`src/rtl/ptw_pkg.sv`:
```
package ptw_pkg;
  localparam int ADDR_W  = 32;
  localparam int IDX_W   = 10;
  localparam int OFF_W   = 12;
  localparam int FRAME_W = ADDR_W - OFF_W;
  localparam int SLOT_W  = OFF_W - IDX_W;
  localparam int CODE_W  = 3;

  localparam int B_PRES = 0;
  localparam int B_WRT  = 1;
  localparam int B_USR  = 2;
  localparam int B_ACC  = 5;
  localparam int B_DRT  = 6;

  typedef logic [ADDR_W-1:0] word_t;

  typedef enum logic [2:0] {
    ST_IDLE, ST_RD_DIR, ST_WR_DIR, ST_RD_TBL, ST_WR_TBL, ST_DONE, ST_FAULT
  } walk_st_e;

  typedef struct packed {
    logic user;
    logic write;
    logic prot;
  } flt_code_t;

  // byte address of a table slot: frame, index, word alignment
  function automatic word_t slot_addr(input logic [FRAME_W-1:0] frame,
                                      input logic [IDX_W-1:0] idx);
    return {frame, idx, {SLOT_W{1'b0}}};
  endfunction

  // permission refusal for one entry
  function automatic logic denies(input word_t e, input logic usr, input logic wr);
    return usr && (!e[B_USR] || (wr && !e[B_WRT]));
  endfunction

  // entry after the walk's status marks
  function automatic word_t mark(input word_t e, input logic set_dirty);
    word_t r;
    r = e;
    r[B_ACC] = 1'b1;
    if (set_dirty) r[B_DRT] = 1'b1;
    return r;
  endfunction
endpackage

```
`src/rtl/ptw_entry_eval.sv`:
```
module ptw_entry_eval
  import ptw_pkg::*;
#(
  parameter bit LEAF = 1'b0
) (
  input  word_t entry,
  input  logic  usr,
  input  logic  wr,
  output logic  absent,
  output logic  denied,
  output word_t marked,
  output logic  changed
);
  assign absent = !entry[B_PRES];
  assign denied = denies(entry, usr, wr);

  generate
    if (LEAF) begin : g_leaf
      assign marked = mark(entry, wr);
    end else begin : g_dir
      assign marked = mark(entry, 1'b0);
    end
  endgenerate

  assign changed = (marked != entry);
endmodule

```
`src/rtl/ptw_addr_gen.sv`:
```
module ptw_addr_gen
  import ptw_pkg::*;
(
  input  walk_st_e           st,
  input  logic [FRAME_W-1:0] dir_frame,
  input  logic [FRAME_W-1:0] tbl_frame,
  input  logic [IDX_W-1:0]   dir_idx,
  input  logic [IDX_W-1:0]   tbl_idx,
  output word_t              addr
);
  logic tbl_phase;
  assign tbl_phase = (st == ST_RD_TBL) || (st == ST_WR_TBL);
  assign addr = tbl_phase ? slot_addr(tbl_frame, tbl_idx)
                          : slot_addr(dir_frame, dir_idx);
endmodule

```
`src/rtl/ptw_walker.sv`:
```
module ptw_walker
  import ptw_pkg::*;
(
  input  logic               clk,
  input  logic               rst_n,
  input  logic               req_valid,
  output logic               req_ready,
  input  logic [ADDR_W-1:0]  req_vaddr,
  input  logic               req_write,
  input  logic               req_user,
  input  logic [FRAME_W-1:0] dir_frame,
  output logic               mem_req,
  output logic               mem_we,
  output logic [ADDR_W-1:0]  mem_addr,
  output logic [ADDR_W-1:0]  mem_wdata,
  input  logic               mem_ack,
  input  logic [ADDR_W-1:0]  mem_rdata,
  output logic               fill_valid,
  output logic [FRAME_W-1:0] fill_vpn,
  output logic [FRAME_W-1:0] fill_frame,
  output logic               fill_user,
  output logic               fill_writable,
  output logic               fault_valid,
  output logic [ADDR_W-1:0]  fault_addr,
  output logic [CODE_W-1:0]  fault_code
);
  walk_st_e  st, st_nx;
  word_t     va_q, pde_q, pte_q, flt_addr_q;
  logic      wr_q, us_q;
  flt_code_t flt_code_q;

  // named internal events
  logic ev_start, ev_dir_arrive, ev_tbl_arrive, ev_enter_fault, tbl_phase;
  assign ev_start       = req_valid && (st == ST_IDLE);
  assign ev_dir_arrive  = (st == ST_RD_DIR) && mem_ack;
  assign ev_tbl_arrive  = (st == ST_RD_TBL) && mem_ack;
  assign ev_enter_fault = (st_nx == ST_FAULT) && (st != ST_FAULT);
  assign tbl_phase      = (st == ST_RD_TBL) || (st == ST_WR_TBL);

  logic  dir_absent, dir_denied, dir_changed;
  logic  tbl_absent, tbl_denied, tbl_changed;
  word_t dir_marked, tbl_marked;

  ptw_entry_eval #(.LEAF(1'b0)) u_dir_eval (
    .entry(mem_rdata), .usr(us_q), .wr(wr_q),
    .absent(dir_absent), .denied(dir_denied),
    .marked(dir_marked), .changed(dir_changed)
  );

  ptw_entry_eval #(.LEAF(1'b1)) u_tbl_eval (
    .entry(mem_rdata), .usr(us_q), .wr(wr_q),
    .absent(tbl_absent), .denied(tbl_denied),
    .marked(tbl_marked), .changed(tbl_changed)
  );

  ptw_addr_gen u_addr (
    .st(st),
    .dir_frame(dir_frame),
    .tbl_frame(pde_q[ADDR_W-1 -: FRAME_W]),
    .dir_idx(va_q[ADDR_W-1 -: IDX_W]),
    .tbl_idx(va_q[OFF_W +: IDX_W]),
    .addr(mem_addr)
  );

  always_comb begin
    st_nx = st;
    unique case (st)
      ST_IDLE:   if (ev_start) st_nx = ST_RD_DIR;
      ST_RD_DIR: if (mem_ack)
                   st_nx = (dir_absent || dir_denied) ? ST_FAULT :
                           dir_changed ? ST_WR_DIR : ST_RD_TBL;
      ST_WR_DIR: if (mem_ack) st_nx = ST_RD_TBL;
      ST_RD_TBL: if (mem_ack)
                   st_nx = (tbl_absent || tbl_denied) ? ST_FAULT :
                           tbl_changed ? ST_WR_TBL : ST_DONE;
      ST_WR_TBL: if (mem_ack) st_nx = ST_DONE;
      default:   st_nx = ST_IDLE;
    endcase
  end

  always_ff @(posedge clk or negedge rst_n) begin
    if (!rst_n) begin
      st         <= ST_IDLE;
      va_q       <= '0;
      wr_q       <= 1'b0;
      us_q       <= 1'b0;
      pde_q      <= '0;
      pte_q      <= '0;
      flt_addr_q <= '0;
      flt_code_q <= '0;
    end else begin
      st <= st_nx;
      if (ev_start) begin
        va_q <= req_vaddr;
        wr_q <= req_write;
        us_q <= req_user;
      end
      if (ev_dir_arrive) pde_q <= dir_marked;
      if (ev_tbl_arrive) pte_q <= tbl_marked;
      if (ev_enter_fault) begin
        flt_addr_q       <= va_q;
        flt_code_q.user  <= us_q;
        flt_code_q.write <= wr_q;
        flt_code_q.prot  <= ev_dir_arrive ? !dir_absent : !tbl_absent;
      end
    end
  end

  assign req_ready     = (st == ST_IDLE);
  assign mem_req       = (st == ST_RD_DIR) || (st == ST_WR_DIR) ||
                         (st == ST_RD_TBL) || (st == ST_WR_TBL);
  assign mem_we        = (st == ST_WR_DIR) || (st == ST_WR_TBL);
  assign mem_wdata     = (st == ST_WR_DIR) ? pde_q : pte_q;
  assign fill_valid    = (st == ST_DONE);
  assign fill_vpn      = va_q[ADDR_W-1 -: FRAME_W];
  assign fill_frame    = pte_q[ADDR_W-1 -: FRAME_W];
  assign fill_user     = pde_q[B_USR] & pte_q[B_USR];
  assign fill_writable = pde_q[B_WRT] & pte_q[B_WRT];
  assign fault_valid   = (st == ST_FAULT);
  assign fault_addr    = flt_addr_q;
  assign fault_code    = flt_code_q;
endmodule

```
`config.mk`:
```
export PLATFORM = sky130hd
export DESIGN_NAME = ptw_walker
export DESIGN_NICKNAME = d
export VERILOG_FILES = /design/src/rtl/ptw_pkg.sv /design/src/rtl/ptw_entry_eval.sv /design/src/rtl/ptw_addr_gen.sv /design/src/rtl/ptw_walker.sv
export SDC_FILE = /design/constraint.sdc
export NUM_CORES = 1
export LEC_CHECK = 0
export BUFFER_PORTS_ARGS = -buffer_cell sky130_fd_sc_hd__buf_2
export CORE_MARGIN = 3
export CORE_UTILIZATION = 35
export DETAILED_ROUTE_END_ITERATION = 10
export PLACE_DENSITY = 0.65
export SYNTH_ARGS = -nofsm -noshare
export SYNTH_HDL_FRONTEND = slang
export SYNTH_HIERARCHICAL = 1
export SYNTH_SLANG_ARGS = --single-unit
```
`constraint.sdc`:
```
create_clock -name clk -period 6 [get_ports clk]
set_input_delay 0.9 -clock clk [delete_from_list [all_inputs] [get_ports clk]]
set_output_delay 0.9 -clock clk [all_outputs]
set_load 0.03 [all_outputs]
```
# After elaboration in Yosys (flattened, before gate mapping)
# Index checks and enable logic that the tools add are counted.
# Widths: inputs -> output; s select.
[classes]
eq_ne = 9
muxes = 13
bitwise = 2
reduce_logical = 17
[op_table]
columns = ["cell", "n"]
rows = [
  ["$mux 32", 2],
  ["$mux 3", 6],
  ["$pmux 3 s5", 1],
  ["$eq 3x3->1 const B", 4],
  ["$logic_or 1x1->1", 7],
  ["$eq 3x2->1 const B", 2],
  ["$logic_and 1x1->1", 6],
  ["$eq 3x1->1 const B", 1],
  ["$logic_not 1->1", 3],
  ["$logic_not 3->1", 1],
  ["$mux 1", 3],
  ["$ne 3x3->1 const B", 1],
  ["$and 1x1->1", 2],
  ["$mux 2", 1],
  ["$ne 2x2->1", 1],
]
[word_totals]
regBits = 136
inputBits = 90
out_inout_bits = 146
elab_cells = 51

# Longest topological paths before layout
[depth]
word_depth = 10
mapped_depth = 6
depth_no_buf = 5

# By module
# The synthesis kept the hierarchy.
[modules_own_cells]
columns = ["module", "n_inst", "cells_per_inst", "area_per_inst_um2", "seq_area_each_um2"]
rows = [
  ["ptw_walker", 1, 394, 6067.1, 3403.3],
  ["ptw_addr_gen", 1, 147, 1002.2, 0.0],
  ["ptw_entry_eval (u_tbl_eval)", 1, 38, 269.0, 0.0],
  ["ptw_entry_eval (u_dir_eval)", 1, 37, 265.3, 0.0],
]

# Worst setup path after synthesis
# No wires, ideal clock.
[synth_timing]
kind = "input-to-reg"
from = "input port mem_rdata[1]"
to = "register flt_addr_q[10], in the netlist fault_addr[10]"
setup_ns = 0.125
arrival_time_ns = 2.350
required_time_ns = 5.875
slack_ns = 3.525
stages = 6
path_buffers = 1
path_cell_list = "nand2b_1 -> a21boi_1 -> nor3b_4 -> nor4_4 -> buf_6 -> mux2_4"
[synth_via]
elab_chain_cells = 10
word_cells_on_any_way = 12
cone_classes = "1 x eq/ne; 5 x mux; 6 x reduce/logical"
[synth_rtl]
columns = ["item", "line_no", "rtl"]
rows = [
  ["start: declaration", "ptw_walker.sv:17", "input logic [ADDR_W-1:0] mem_rdata,"],
  ["$logic_not 1->1 *", "ptw_pkg.sv:35", "return usr && (!e[B_USR] || (wr && !e[B_WRT]));"],
  ["$logic_and 1x1->1 *", "ptw_pkg.sv:35", ""],
  ["$logic_or 1x1->1 *", "ptw_pkg.sv:35", ""],
  ["$logic_and 1x1->1 *", "ptw_pkg.sv:35", ""],
  ["named net tbl_denied", "ptw_walker.sv:41", "logic tbl_absent, tbl_denied, tbl_changed;"],
  ["$logic_or 1x1->1 *", "ptw_walker.sv:74", "st_nx = (tbl_absent || tbl_denied) ? ST_FAULT :"],
  ["$mux 2 / $mux 3 (equally long branches)", "ptw_walker.sv:74, ptw_walker.sv:70", ""],
  ["$mux 3, on equally long branches", "ptw_walker.sv:73, ptw_walker.sv:69", ""],
  ["$pmux 3 s5 *", "ptw_walker.sv:67", "unique case (st)"],
  ["$eq 3x3->1 *", "ptw_walker.sv:37", "assign ev_enter_fault = (st_nx == ST_FAULT) && (st != ST_FAULT);"],
  ["$logic_and 1x1->1 *", "ptw_walker.sv:37", ""],
  ["end signal: assignment", "ptw_walker.sv:101", "flt_addr_q <= va_q;"],
  ["end: declaration", "ptw_walker.sv:28", "word_t va_q, pde_q, pte_q, flt_addr_q;"],
]
# Mark *: on every way through the listed nets, which the timed path passes. The rest lies on a longest branch.
# A chain may end at the register's enable or synchronous reset.

# Worst setup path after layout
[layout_timing]
from = "register st[2]"
to = "output port mem_addr[31]"
[layout_via]
elab_chain_cells = 3
word_cells_on_any_way = 4
cone_classes = "2 x eq/ne; 1 x mux; 1 x reduce/logical"
[layout_rtl]
columns = ["item", "line_no", "rtl"]
rows = [
  ["start: declaration", "ptw_walker.sv:27", "walk_st_e st, st_nx;"],
  ["start signal: assignment", "ptw_walker.sv:92", "st <= st_nx;"],
  ["$eq 3x2->1 / $eq 3x3->1 (equally long branches)", "ptw_addr_gen.sv:12", "assign tbl_phase = (st == ST_RD_TBL) || (st == ST_WR_TBL);"],
  ["$logic_or 1x1->1 *", "ptw_addr_gen.sv:12", ""],
  ["$mux 32 *", "ptw_addr_gen.sv:13", "assign addr = tbl_phase ? slot_addr(tbl_frame, tbl_idx)"],
  ["end: declaration", "ptw_walker.sv:14", "output logic [ADDR_W-1:0] mem_addr,"],
]
# Every way passes the cells marked *; elsewhere a longest branch is shown, timed or not.

==> results.sh <==
export IMPL_start_util_pct=35.9
export IMPL_io_buffers=233
export IMPL_grt_usage_pct=15.5
export IMPL_firstDrtPassIters=5
export IMPL_cts_max_level=4
export IMPL_drive_gt1_share_pct=59.7
export IMPL_path_class="flop to output port"
export IMPL_cp_arrival_ps=3100
export IMPL_crit_fanout=30
export IMPL_synth_cell_types=39
export IMPL_rsz0062_at_grt="false"
export IMPL_layout_min_cycle_time_ps=4000
export IMPL_cts_resized_gates=0
export IMPL_gp_congestion=0.767
export IMPL_viasPerCell=4.90
export IMPL_worstMarginPinSlew_ps=1140
export IMPL_cts_sinks=136
export IMPL_async_flop_share_pct=100
export IMPL_final_setup_tns_ps=0
export IMPL_grt_busiest_layer="met2"
export IMPL_ys_ff_latch=136
export IMPL_final_net_count=821
export IMPL_post_cts_setup_buffer_count=0
export IMPL_wl_per_cell_um=18.2
export IMPL_status="finished clean"
export IMPL_cap_viol_max_count=0
export IMPL_grt_max_degree=73
export IMPL_detail_route_iter0_violations=247
export IMPL_setup_viol_count_final=0
export IMPL_synthFlopType="dfrtp_1"
export IMPL_ant_nets=0
export IMPL_dp_hpwl_mm=12.7
export IMPL_startpoint_type="flop"
export IMPL_syn2layout_area_growth_pct=14.6
export IMPL_grt_use_met2_pct=23.5
export IMPL_syn_avg_cell_area_sq_um=12.3
export IMPL_synth_cells=616
export IMPL_hp_class="input port to asynchronous set/reset pin"
export IMPL_drc=0
export IMPL_die_x_um=153
export IMPL_clk_latency_ps=410
export IMPL_fin_crit_sh_pct=66.7
export IMPL_antenna_found_initial=1
export IMPL_end_kind="output port"
export IMPL_num_rows=53
export IMPL_syn_area_sq_um=7600
export IMPL_use_met3_pct=5.78
export IMPL_fmax_mhz=250
export IMPL_regArea_sq_um=3410
export IMPL_fin_worst_skew_ps=10.9
export IMPL_critPathRequiredTime_ps=5100
export IMPL_ys_seq_area_share_pct=44.8
export IMPL_dieArea_sq_um=23500
export IMPL_core_sq_um=21200
export IMPL_cts_hold_buffers=0
export IMPL_yosysWarnings=6
export IMPL_root_buffer="clkbuf_16"
export IMPL_cts_clk_slew_worst_paths_ps=60
export IMPL_nFillCells=2039
export IMPL_tritoncts="done"
export IMPL_slew_violations=0
export IMPL_hold_viol_final=0
export IMPL_finalWorstSetupSlack_ps=2000
export IMPL_post_place_ws_ps=2410
export IMPL_routed_wl_mm=18.5
export IMPL_synth_edff_count=0
export IMPL_clk_path_buf_depth=2
export IMPL_grt_pass1_wl_mm=29.0
export IMPL_cts_buffers=17
export IMPL_num_vias=4995
export IMPL_slew_headroom_pct=22.1
export IMPL_multi_input_area_sq_um=3150
export IMPL_dpl_cell_area_sq_um=8150
export IMPL_pin_count=236
export IMPL_chipHeight_um=153
export IMPL_antennaDiodeCount=0
export IMPL_grt_util_met1_pct=21.0
export IMPL_design_area_sq_um=8710
export IMPL_first_global_vias=5042
export IMPL_grt_overflow=0
## state kept, by name (all words and copies together) (netlist names)
register	flops
wr_q	1
pde_q	32
us_q	1
fault_code	3
fault_addr	32
va_q	32
st	3
pte_q	32
## layer usage
| layer | routed length, um | vias up |
|---|---|---|
| li1 | - | 2316 |
| met1 | 8340 | 2471 |
| met2 | 8250 | 194 |
| met3 | 1740 | 12 |
| met4 | 196 | 2 |
| met5 | 13 | - |
## worst paths after layout
path / start / slack [ps] / depth (start not counted) / endpoint
min: rst_n / 450 / 1 / pte_q[21]
max: st[2] / 2000 / 4 / mem_addr[31]
max reg2reg: st[2] / 3270 / 4 / pte_q[16]
min reg2reg: pte_q[5] / 500 / 1 / pte_q[5]
max in group asynchronous: rst_n / 4110 / 2 / st[1]
min in group clk: pte_q[5] / 500 / 1 / pte_q[5]
## per-stage QoR
step | util [%] | cells | hold slack [ps]
CTS | 41.2 | 1019 | 475
global placement | 38.5 | 987 | 483
global route | 41.2 | 1019 | 489
finish | 41.2 | 1019 | 452
floorplan | - | 617 | 472
detailed placement | 38.5 | 987 | 490
## cells in the final DEF, fill, tap and decap left out, types with 4 or more instances in the layout
cell type,n
buf_2,232
dfrtp_1,133
mux2_2,131
nor2_1,34
o21ai_0,31
mux2_4,30
nor3b_1,30
o221a_1,30
clkbuf_16,17
buf_4,7
inv_1,6
mux2_1,4
clkinvlp_4,4
conb_1,4
## area by class of cell
cell class | count | share of cell area (%)
Clock inverter | 13 | 1.41
Tap cell | 275 | 3.95
Sequential cell | 136 | 39.1
Multi-Input combinational cell | 330 | 36.1
Inverter | 6 | 0.259
Clock buffer | 19 | 5.08
Timing Repair Buffer | 240 | 14.1
## cells in the mapped netlist, types with 2 or more instances
cell	instances	share of area [%]
nand2_2	2	0.16
dfrtp_1	136	45
nor2_1	34	1.7
mux2_1	4	0.59
nand2b_1	2	0.16
clkbuf_1	5	0.25
buf_2	21	1.4
o221a_1	30	4.4
xnor2_1	2	0.23
buf_6	8	1.2
nand2_1	2	0.099
and2_1	2	0.16
a21boi_1	2	0.20
mux2_4	30	5.9
and3_1	2	0.16
inv_1	6	0.30
nor3_1	3	0.20
conb_1	3	0.15
a21oi_1	2	0.13
mux2_2	131	19
nor3b_1	30	3.0
buf_4	111	11
o21ai_0	31	2.0
nand3_1	2	0.13
## kinds of logic after synthesis
group | count (synthesis) | share of synthesized area (%)
compound gates | 69 | 7.22
xor+xnor | 2 | 0.230
buf+inv | 151 | 14.1
flops | 136 | 44.8
mux | 167 | 26.3
other cells | 3 | 0.148
simple gates | 88 | 7.22
## worst max-delay path, stage by stage (launching register included)
cell and delay [ps]:
dfrtp_2 730, buf_4 400, mux2i_4 980, o221a_1 350, buf_2 200
Power is not shown: default switching activity piles up to over one toggle a cycle in this logic, so the estimate is an artifact.
